===== src/rtl/wdt_pkg.sv =====
package wdt_pkg;
  localparam int unsigned BUS_W = 32;
  localparam logic [11:0] OFF_STATUS = 12'h000;
  localparam logic [11:0] OFF_CTRL   = 12'h104;
  localparam logic [11:0] OFF_LOAD   = 12'h108;
  localparam logic [11:0] OFF_ENABLE = 12'h110;
  localparam logic [11:0] OFF_RELOAD = 12'h114;
  localparam logic [11:0] OFF_VALUE  = 12'h118;
  localparam logic [11:0] OFF_CLEAR  = 12'h120;
  localparam logic [11:0] OFF_MASK   = 12'h124;
  localparam logic [11:0] OFF_LOCK   = 12'h13C;
  localparam logic [31:0] DEFAULT_KEY = 32'h378F_0765;
endpackage


===== src/rtl/wdt_lock.sv =====
module wdt_lock #(
  parameter logic [31:0] KEY = 32'h378F_0765
) (
  input  logic        clk,
  input  logic        rst_n,
  input  logic        lock_wr,
  input  logic [31:0] wdata,
  output logic        locked
);
  always_ff @(posedge clk or negedge rst_n) begin
    if (!rst_n)       locked <= 1'b1;
    else if (lock_wr) locked <= (wdata != KEY);
  end
endmodule


===== src/rtl/wdt_counter.sv =====
module wdt_counter #(
  parameter int unsigned CNT_W = 32
) (
  input  logic             clk,
  input  logic             rst_n,
  input  logic             run,
  input  logic             reload_stb,
  input  logic [CNT_W-1:0] load_val,
  output logic [CNT_W-1:0] cnt,
  output logic             expire
);
  assign expire = run && (cnt == '0);

  always_ff @(posedge clk or negedge rst_n) begin
    if (!rst_n)                   cnt <= '1;
    else if (reload_stb || expire) cnt <= load_val;
    else if (run)                 cnt <= cnt - 1'b1;
  end
endmodule


===== src/rtl/wdt_irq.sv =====
module wdt_irq #(
  parameter int unsigned CLR_HOLD = 2
) (
  input  logic clk,
  input  logic rst_n,
  input  logic expire,
  input  logic rst_en,
  input  logic clr_req,
  output logic pending,
  output logic busy,
  output logic rst_req
);
  localparam int unsigned HW = $clog2(CLR_HOLD + 1);
  logic [HW-1:0] hold;
  logic          clr_ok;

  assign busy   = (hold != '0);
  assign clr_ok = clr_req && !busy;

  always_ff @(posedge clk or negedge rst_n) begin
    if (!rst_n) begin
      pending <= 1'b0;
      hold    <= '0;
      rst_req <= 1'b0;
    end else begin
      rst_req <= expire && pending && rst_en;
      if (expire)      pending <= 1'b1;
      else if (clr_ok) pending <= 1'b0;
      if (clr_ok)      hold <= HW'(CLR_HOLD);
      else if (busy)   hold <= hold - 1'b1;
    end
  end
endmodule


===== src/rtl/keylock_wdt.sv =====
module keylock_wdt
  import wdt_pkg::*;
#(
  parameter int unsigned   ADDR_W   = 12,
  parameter int unsigned   CNT_W    = 32,
  parameter int unsigned   CLR_HOLD = 2,
  parameter logic [31:0]   KEY      = DEFAULT_KEY
) (
  input  logic              clk,
  input  logic              rst_n,
  input  logic              bus_sel,
  input  logic              bus_wr,
  input  logic [ADDR_W-1:0] bus_addr,
  input  logic [31:0]       bus_wdata,
  output logic [31:0]       bus_rdata,
  output logic              irq_o,
  output logic              sys_rst_req_o
);
  logic             wr_any, rd_any, locked, wr_open;
  logic             ctrl_rst_en, en_run, mask_q;
  logic [CNT_W-1:0] load_q, cnt;
  logic             expire, pending, busy, rst_req;
  logic             reload_stb, clr_req;

  function automatic logic hit(input logic [ADDR_W-1:0] a, input logic [11:0] off);
    return a == ADDR_W'(off);
  endfunction

  assign wr_any     = bus_sel && bus_wr;
  assign rd_any     = bus_sel && !bus_wr;
  assign wr_open    = wr_any && !locked;
  assign reload_stb = wr_open && hit(bus_addr, OFF_RELOAD);
  assign clr_req    = wr_open && hit(bus_addr, OFF_CLEAR) && bus_wdata[0];

  wdt_lock #(.KEY(KEY)) u_lock (
    .clk(clk), .rst_n(rst_n),
    .lock_wr(wr_any && hit(bus_addr, OFF_LOCK)),
    .wdata(bus_wdata), .locked(locked)
  );

  always_ff @(posedge clk or negedge rst_n) begin
    if (!rst_n) begin
      ctrl_rst_en <= 1'b0;
      en_run      <= 1'b0;
      mask_q      <= 1'b1;
      load_q      <= '1;
    end else if (wr_open) begin
      if (hit(bus_addr, OFF_CTRL))   ctrl_rst_en <= bus_wdata[0];
      if (hit(bus_addr, OFF_ENABLE)) en_run      <= bus_wdata[0];
      if (hit(bus_addr, OFF_MASK))   mask_q      <= bus_wdata[0];
      if (hit(bus_addr, OFF_LOAD))   load_q      <= bus_wdata[CNT_W-1:0];
    end
  end

  wdt_counter #(.CNT_W(CNT_W)) u_cnt (
    .clk(clk), .rst_n(rst_n), .run(en_run), .reload_stb(reload_stb),
    .load_val(load_q), .cnt(cnt), .expire(expire)
  );

  wdt_irq #(.CLR_HOLD(CLR_HOLD)) u_irq (
    .clk(clk), .rst_n(rst_n), .expire(expire), .rst_en(ctrl_rst_en),
    .clr_req(clr_req), .pending(pending), .busy(busy), .rst_req(rst_req)
  );

  assign irq_o         = pending && !mask_q;
  assign sys_rst_req_o = rst_req;

  always_comb begin
    bus_rdata = '0;
    if (rd_any) begin
      if (hit(bus_addr, OFF_STATUS)) bus_rdata = {31'b0, pending};
      if (hit(bus_addr, OFF_CTRL))   bus_rdata = {31'b0, ctrl_rst_en};
      if (hit(bus_addr, OFF_LOAD))   bus_rdata = 32'(load_q);
      if (hit(bus_addr, OFF_ENABLE)) bus_rdata = {31'b0, en_run};
      if (hit(bus_addr, OFF_VALUE))  bus_rdata = 32'(cnt);
      if (hit(bus_addr, OFF_CLEAR))  bus_rdata = {30'b0, busy, 1'b0};
      if (hit(bus_addr, OFF_MASK))   bus_rdata = {31'b0, mask_q};
      if (hit(bus_addr, OFF_LOCK))   bus_rdata = {31'b0, locked};
    end
  end
endmodule


===== config.mk =====
export PLATFORM = sky130hd
export DESIGN_NAME = keylock_wdt
export DESIGN_NICKNAME = d
export VERILOG_FILES = /design/src/rtl/wdt_pkg.sv /design/src/rtl/wdt_lock.sv /design/src/rtl/wdt_counter.sv /design/src/rtl/wdt_irq.sv /design/src/rtl/keylock_wdt.sv
export SDC_FILE = /design/constraint.sdc
export NUM_CORES = 1
export LEC_CHECK = 0
export CAP_MARGIN = 25
export CORE_ASPECT_RATIO = 1.25
export CORE_MARGIN = 3
export CORE_UTILIZATION = 47
export CTS_CLUSTER_DIAMETER = 30
export DETAILED_ROUTE_END_ITERATION = 8
export PLACE_DENSITY = 0.73
export RECOVER_POWER = 25
export SYNTH_ARGS = -nofsm -noshare
export SYNTH_HDL_FRONTEND = slang
export SYNTH_SLANG_ARGS = --single-unit

===== constraint.sdc =====
create_clock -name clk -period 2.6 [get_ports clk]
set_input_delay 0.26 -clock clk [delete_from_list [all_inputs] [get_ports clk]]
set_output_delay 0.26 -clock clk [all_outputs]
set_load 0.1 [all_outputs]

==> flow_metrics.tcl, run 1 <==
set metrics [dict create \
    p_sw_uw 728 \
    cts_sinks 72 \
    maxSlewViolCount 33 \
    gp_congestion 0.899 \
    grt_max_degree 41 \
    pwr_density_cell_mw_per_mm2 430 \
    p_int_uw 2080 \
    antenna_found_initial 0 \
    drt_iter0_markers 181 \
    yosys.area.top_type_share 0.392 \
    pwr-share-comb 0.170 \
    synth_common_cells "66 x dfstp_2, 43 x nor2_1, 38 x mux2_2" \
    yosysMostFrequentCell "dfstp_2" \
    power.switching_fraction 0.259 \
    crit_required_ns 2.34 \
    cts.clk_slew.worst_paths_ns 0.07 \
    setup_viol 0 \
    firstDrtPassIters 4 \
    syn-cell-area_mm2 0.00442 \
    synth_area_leader_cell "dfstp_2" \
    top_level_ports 82 \
    path_class "input pin to output pin" \
    fin_ws_ns 0.0543 \
    fmax_mhz 393 \
    fin_util 0.731 \
    finalWirelength_um 11900 \
    clock_path_buffers 2 \
    min_period_ns 2.55 \
    synth_ff_type "dfstp_2" \
    clkPwrFrac 0.387 \
    synth_cells 400 \
    tightest_slew_ns 1.81 \
    syn_nets 451 \
    synth_enable_flop_cells 0 \
    yosysWarnings 0 \
    clock_latency_ns 0.35 \
    ys_async_sr_fraction 1.00 \
    core_area_mm2 0.00894 \
    dr_total_vias 3575 \
    dp_slack_ns -0.272 \
    root_buffer "clkbuf_8" \
    placed_area_mm2 0.00615 \
    syn_avg_cell_area_um2 11.0 \
    drive_above_1_share 0.525 \
    area_delta_synth_final_pct 47.9 \
    hp-class "register to register" \
    top_regs "load_q x32, u_cnt.cnt x32, u_irq.hold x2" \
    seq_area_frac_synth 0.426 \
    dieWidth_um 92.7 \
    grtUsageTotal 0.233 \
    yosys-top-cells-area "dfstp_2 39%, mux2_4 10%, mux2_2 9.7%" \
    cp-start-kind "input pin" \
    h-tree-depth 3 \
    layout.nets 560 \
    crit_path_end_kind "output pin" \
    synth_cell_type_count 46 \
    drt-wirelength-per-cell_um 18.8 \
    relSlewSlack -0.209 \
    grt_pass1_vias 3742 \
    cp_data_arrival_time_ns 2.29 \
    hpwl_um 8880 \
    numCtsBuffers 9 \
    cts_tree "yes" \
    period_share 0.979 \
    power.leakage_uw 0.00270 \
    initial_utilization 0.494 \
    viasPerCell 5.64 \
    drc 0 \
    row_count 38 \
    grt-ovfl-total 0 \
    vdd.ir_drop.worst_mv 0.375 \
    portBuffers 81 \
    synth_seq_cells 72 \
    hold_viol_final 0 \
    design_area_mm2 0.00654 \
    status "finished with violations" \
    grt_pass1_wl_um 19400 \
    skew_ns 0.00815 \
    die_h_um 114 \
    pwr-share-seq 0.442 \
    drv_cap 1 \
    final_antenna_net_count 0 \
    critPathMaxFanout 3 \
    violations "max-capacitance violations, max-slew violations" \
    fill_cells 635 \
    die-area_mm2 0.0106 \
    rsz0062_at_grt "false" \
    diodes 0 \
]
[stage by stage]
| step | TNS, ns | std cells | total power, µW | hold WS (ns) |
|---|---|---|---|---|
| 5_1_grt | 0 | 634 | 2950 | 0.514 |
| 3_5_place_dp | -13.35 | 611 | 1730 | 0.370 |
| 6_report | 0 | 634 | 2810 | 0.499 |
| 2_1_floorplan | -2.91 | 400 | 1510 | -0.0356 |
| 4_1_cts | 0 | 634 | 2830 | 0.501 |
| 3_3_place_gp | -12.76 | 611 | 1720 | 0.364 |
[cells by family after synthesis]
logic type               after synthesis  share of synthesized area
AO/OA/AOI/OAI                         43                     0.0722
XOR/XNOR                              30                     0.0595
adder cells (fa/ha/maj)                3                    0.00849
buffers and inverters                 32                     0.0411
flip-flops                            72                      0.426
multiplexers                          72                      0.208
AND/OR/NAND/NOR                      148                      0.185
[repair_timing]
item                                    in CTS  in global routing
hold buffers                                 1                  0
resized for setup                           23                  2
endpoints found under the setup margin      32                 31
cloned                                       1                  0
endpoints found under the hold margin        1                  0
pin swaps                                    8                  0
buffers inserted                             5                  0
[worst max-delay path: stages]
cell	delay [ns]
dlygate4sd2_1	0.23
or4_4	0.54
nor4b_4	0.29
buf_4	0.17
buf_6	0.08
nand4_1	0.09
a22oi_1	0.20
o221a_2	0.25
buf_12	0.17
[cells in the final DEF, fill, tap and decap left out, types with 5 or more instances in the layout]
cell / n
nand4_1: 6
mux2_4: 30
xor2_1: 27
buf_6: 6
nand3_1: 6
nor2_1: 13
clkdlybuf4s50_1: 42
a22oi_1: 27
nand4b_1: 5
nor3_1: 18
nor2b_1: 5
mux2_2: 38
inv_1: 9
clkbuf_8: 10
dfrtp_1: 6
nand2_1: 14
nor4_1: 19
dfstp_2: 66
buf_12: 40
buf_4: 24
nor2_4: 30
nand2b_1: 5
[worst paths after layout]
path	startpoint	endpoint	slack, ns	cells past startpoint
hold / removal	u_irq.hold[0]$_DFFE_PN0P_	u_irq.hold[0]$_DFFE_PN0P_	0.50	1
max in group asynchronous	rst_n	en_run$_DFFE_PN0P_	0.62	2
min in group asynchronous	rst_n	en_run$_DFFE_PN0P_	0.95	2
hold reg to reg	u_irq.hold[0]$_DFFE_PN0P_	u_irq.hold[0]$_DFFE_PN0P_	0.50	1
setup / recovery	bus_addr[6]	bus_rdata[0]	0.05	9
setup reg to reg	u_cnt.cnt[8]$_DFFE_PN1P_	u_cnt.cnt[28]$_DFFE_PN1P_	0.34	6
[power groups by stage]
stage                     clock (µW)  combinational, µW  sequential (µW)
after floorplan                    0                262             1250
after global placement             0                462             1260
after detailed placement           0                472             1260
after CTS                       1110                479             1240
after global routing            1170                527             1250
final                           1090                478             1240
[final cells by class]
| type | count | area, µm² | share of cell area |
|---|---|---|---|
| inverters | 9 | 33.8 | 0.00517 |
| well taps | 120 | 150 | 0.0230 |
| flip-flops and latches | 72 | 1880 | 0.288 |
| multi-input cells | 296 | 2660 | 0.406 |
| clock buffers | 11 | 141 | 0.0216 |
| repair buffers | 121 | 1570 | 0.240 |
| clock inverters | 5 | 104 | 0.0159 |
[layer usage]
layer	routed length [µm]	part of all wire	track usage	up-vias
li1	-	-	-	1694
met2	6200	0.52	0.401	93
met5	0	0	0	-
met1	4990	0.42	0.300	1766
met3	458	0.038	0.0329	22
met4	249	0.021	0.0831	0
(Power assumes the default switching activity.)
==> run 2, diff against run 1 <==
--- a/config.mk
+++ b/config.mk
@@ -8,10 +8,9 @@
 export CAP_MARGIN = 25
 export CORE_ASPECT_RATIO = 1.25
 export CORE_MARGIN = 3
-export CORE_UTILIZATION = 47
-export CTS_CLUSTER_DIAMETER = 30
+export CORE_UTILIZATION = 35
+export CTS_CLUSTER_DIAMETER = 60
 export DETAILED_ROUTE_END_ITERATION = 8
-export PLACE_DENSITY = 0.73
 export RECOVER_POWER = 25
 export SYNTH_ARGS = -nofsm -noshare
 export SYNTH_HDL_FRONTEND = slang
==> flow_metrics.tcl, run 2 (synthesis results as in run 1) <==
set metrics [dict create \
    tightest_slew_ns 1.76 \
    grt_pass1_vias 4008 \
    grt-ovfl-total 0 \
    relSlewSlack -0.174 \
    pwr_density_cell_mw_per_mm2 447 \
    status "finished with violations" \
    min_period_ns 2.58 \
    portBuffers 81 \
    crit_path_end_kind "output pin" \
    clkPwrFrac 0.428 \
    clock_path_buffers 2 \
    drt-wirelength-per-cell_um 18.5 \
    firstDrtPassIters 4 \
    critical-path-max-stage-delay_ns 0.55 \
    critPathMaxFanout 7 \
    reg2reg_from "u_cnt.cnt[17]$_DFFE_PN1P_" \
    holdPathEnd "u_irq.hold[0]$_DFFE_PN0P_" \
    gp_congestion 0.827 \
    power.leakage_uw 0.00275 \
    cp-start-kind "input pin" \
    hold_viol_final 0 \
    pwr-share-seq 0.410 \
    cts_hold_buf 0 \
    dr_total_vias 3586 \
    p_sw_uw 788 \
    core_area_mm2 0.0123 \
    cts.clk_slew.worst_paths_ns 0.06 \
    crit_family "simple AND/OR/NAND/NOR gates" \
    root_buffer "clkbuf_16" \
    dp_slack_ns -0.217 \
    initial_utilization 0.360 \
    crit_chain "clkbuf_2 > or4_4 > nor4b_4 > buf_4 > and3_4 > buf_12 > clkbuf_16 > a22oi_2 > nor2_4 > buf_12" \
    whs_ns 0.481 \
    h-tree-depth 3 \
    skew_ns 0.00439 \
    cts_tree "yes" \
    grt_max_degree 73 \
    dieWidth_um 107 \
    die_h_um 132 \
    violations "max-capacitance violations, max-slew violations" \
    die-area_mm2 0.0140 \
    top_level_ports 82 \
    final_antenna_net_count 0 \
    grtUsageTotal 0.185 \
    power.switching_fraction 0.259 \
    grt_pass1_wl_um 20600 \
    mostFrequentLayoutCell "dfstp_2" \
    rsz0062_at_grt "true" \
    drive_above_1_share 0.578 \
    maxSlewViolCount 73 \
    viasPerCell 5.30 \
    row_count 45 \
    fmax_mhz 387 \
    rrSetupSlack_ns 0.33 \
    fin_total_pwr_uw 3050 \
    top_regs "load_q x32, u_cnt.cnt x32, u_irq.hold x2" \
    crit_required_ns 2.34 \
    hp-class "register to register" \
    layout.nets 558 \
    layout_common_cells "66 x dfstp_2, 42 x clkdlybuf4s50_1, 41 x buf_12, 38 x mux2_2" \
    drc 0 \
    holdCritStartpoint "u_irq.hold[0]$_DFFE_PN0P_" \
    vdd.ir_drop.worst_mv 0.336 \
    finalSetupTns_ns 0 \
    p_int_uw 2260 \
    cp_data_arrival_time_ns 2.32 \
    diodes 0 \
    min_path_cells 1 \
    reg2reg_depth 8 \
    cts_sinks 72 \
    drv_cap 1 \
    numCtsBuffers 9 \
    cp_common_cell "buf_12" \
    fin_util 0.555 \
    area_delta_synth_final_pct 54.3 \
    r2r_end "u_cnt.cnt[25]$_DFFE_PN1P_" \
    pwr-share-comb 0.163 \
    finalWirelength_um 12500 \
    path_class "input pin to output pin" \
    hpwl_um 8430 \
    setup_viol 0 \
    antenna_found_initial 0 \
    fin_ws_ns 0.0165 \
    slowest_stage "or4_4" \
    path_buf_inv 5 \
    drt_iter0_markers 198 \
    period_share 0.994 \
    clock_latency_ns 0.33 \
]
## run 2: through the flow
step	instance area, µm²	instances
3_5_place_dp	6160	649
4_1_cts	6730	674
3_3_place_gp	6160	649
5_1_grt	6820	676
6_report	6820	676
2_1_floorplan	4660	400
## run 2: worst max path at each step
stage | startpoint | endpoint | depth (start not counted)
3_3_place_gp | bus_addr[7] | bus_rdata[0] | 6
5_1_grt | bus_addr[10] | bus_rdata[4] | 10
4_1_cts | bus_addr[7] | bus_rdata[4] | 9
3_5_place_dp | bus_addr[7] | bus_rdata[0] | 8
6_report | bus_addr[10] | bus_rdata[21] | 10
2_1_floorplan | bus_addr[7] | bus_rdata[10] | 6
## run 2: power groups by stage
| stage | clock (µW) | combinational, µW | sequential [µW] |
|---|---|---|---|
| CTS | 1330 | 494 | 1250 |
| detailed placement | 0 | 484 | 1260 |
| floorplan | 0 | 262 | 1250 |
| finish | 1300 | 496 | 1250 |
| global route | 1370 | 546 | 1260 |
| global placement | 0 | 475 | 1260 |
## run 2: per-layer routing
layer,share of wire,track usage
met1,0.41,0.218
met5,0,0
met3,0.032,0.0285
met2,0.54,0.331
met4,0.022,0.0739
## run 2: worst reg2reg max path: cells and delay by family, from the launching register on
family	cells	cell delay, ns
AOI/OAI and AO/OA	1	0.04
buffers and inverters	3	0.58
DFF	1	0.38
muxes	1	0.32
and+or+nand+nor	3	0.88
## run 2: cell type report
| cell class | count | area, µm² |
|---|---|---|
| fill | 1049 | 5460 |
| multi-input combinational | 296 | 2770 |
| sequential | 72 | 1880 |
| timing repair buffer | 119 | 1610 |
| clock buffer | 11 | 264 |
| tap | 164 | 205 |
| clock inverter | 5 | 52.6 |
| inverter | 9 | 33.8 |
## run 2: timing repair
| action | CTS | global route |
|---|---|---|
| setup buffers | 5 | 1 |
| endpoints found under the setup margin | 32 | 32 |
| pin swaps | 10 | 11 |
| resized for setup | 25 | 21 |
| cloned | 4 | 1 |
==> run 3, diff against run 2 <==
--- a/config.mk
+++ b/config.mk
@@ -11,6 +11,7 @@
 export CORE_UTILIZATION = 35
 export CTS_CLUSTER_DIAMETER = 60
 export DETAILED_ROUTE_END_ITERATION = 8
+export HOLD_SLACK_MARGIN = 0.02
 export RECOVER_POWER = 25
 export SYNTH_ARGS = -nofsm -noshare
 export SYNTH_HDL_FRONTEND = slang
==> results of run 3 <==
Same layout as run 2: the final DEF is identical, and so are final timing and power.
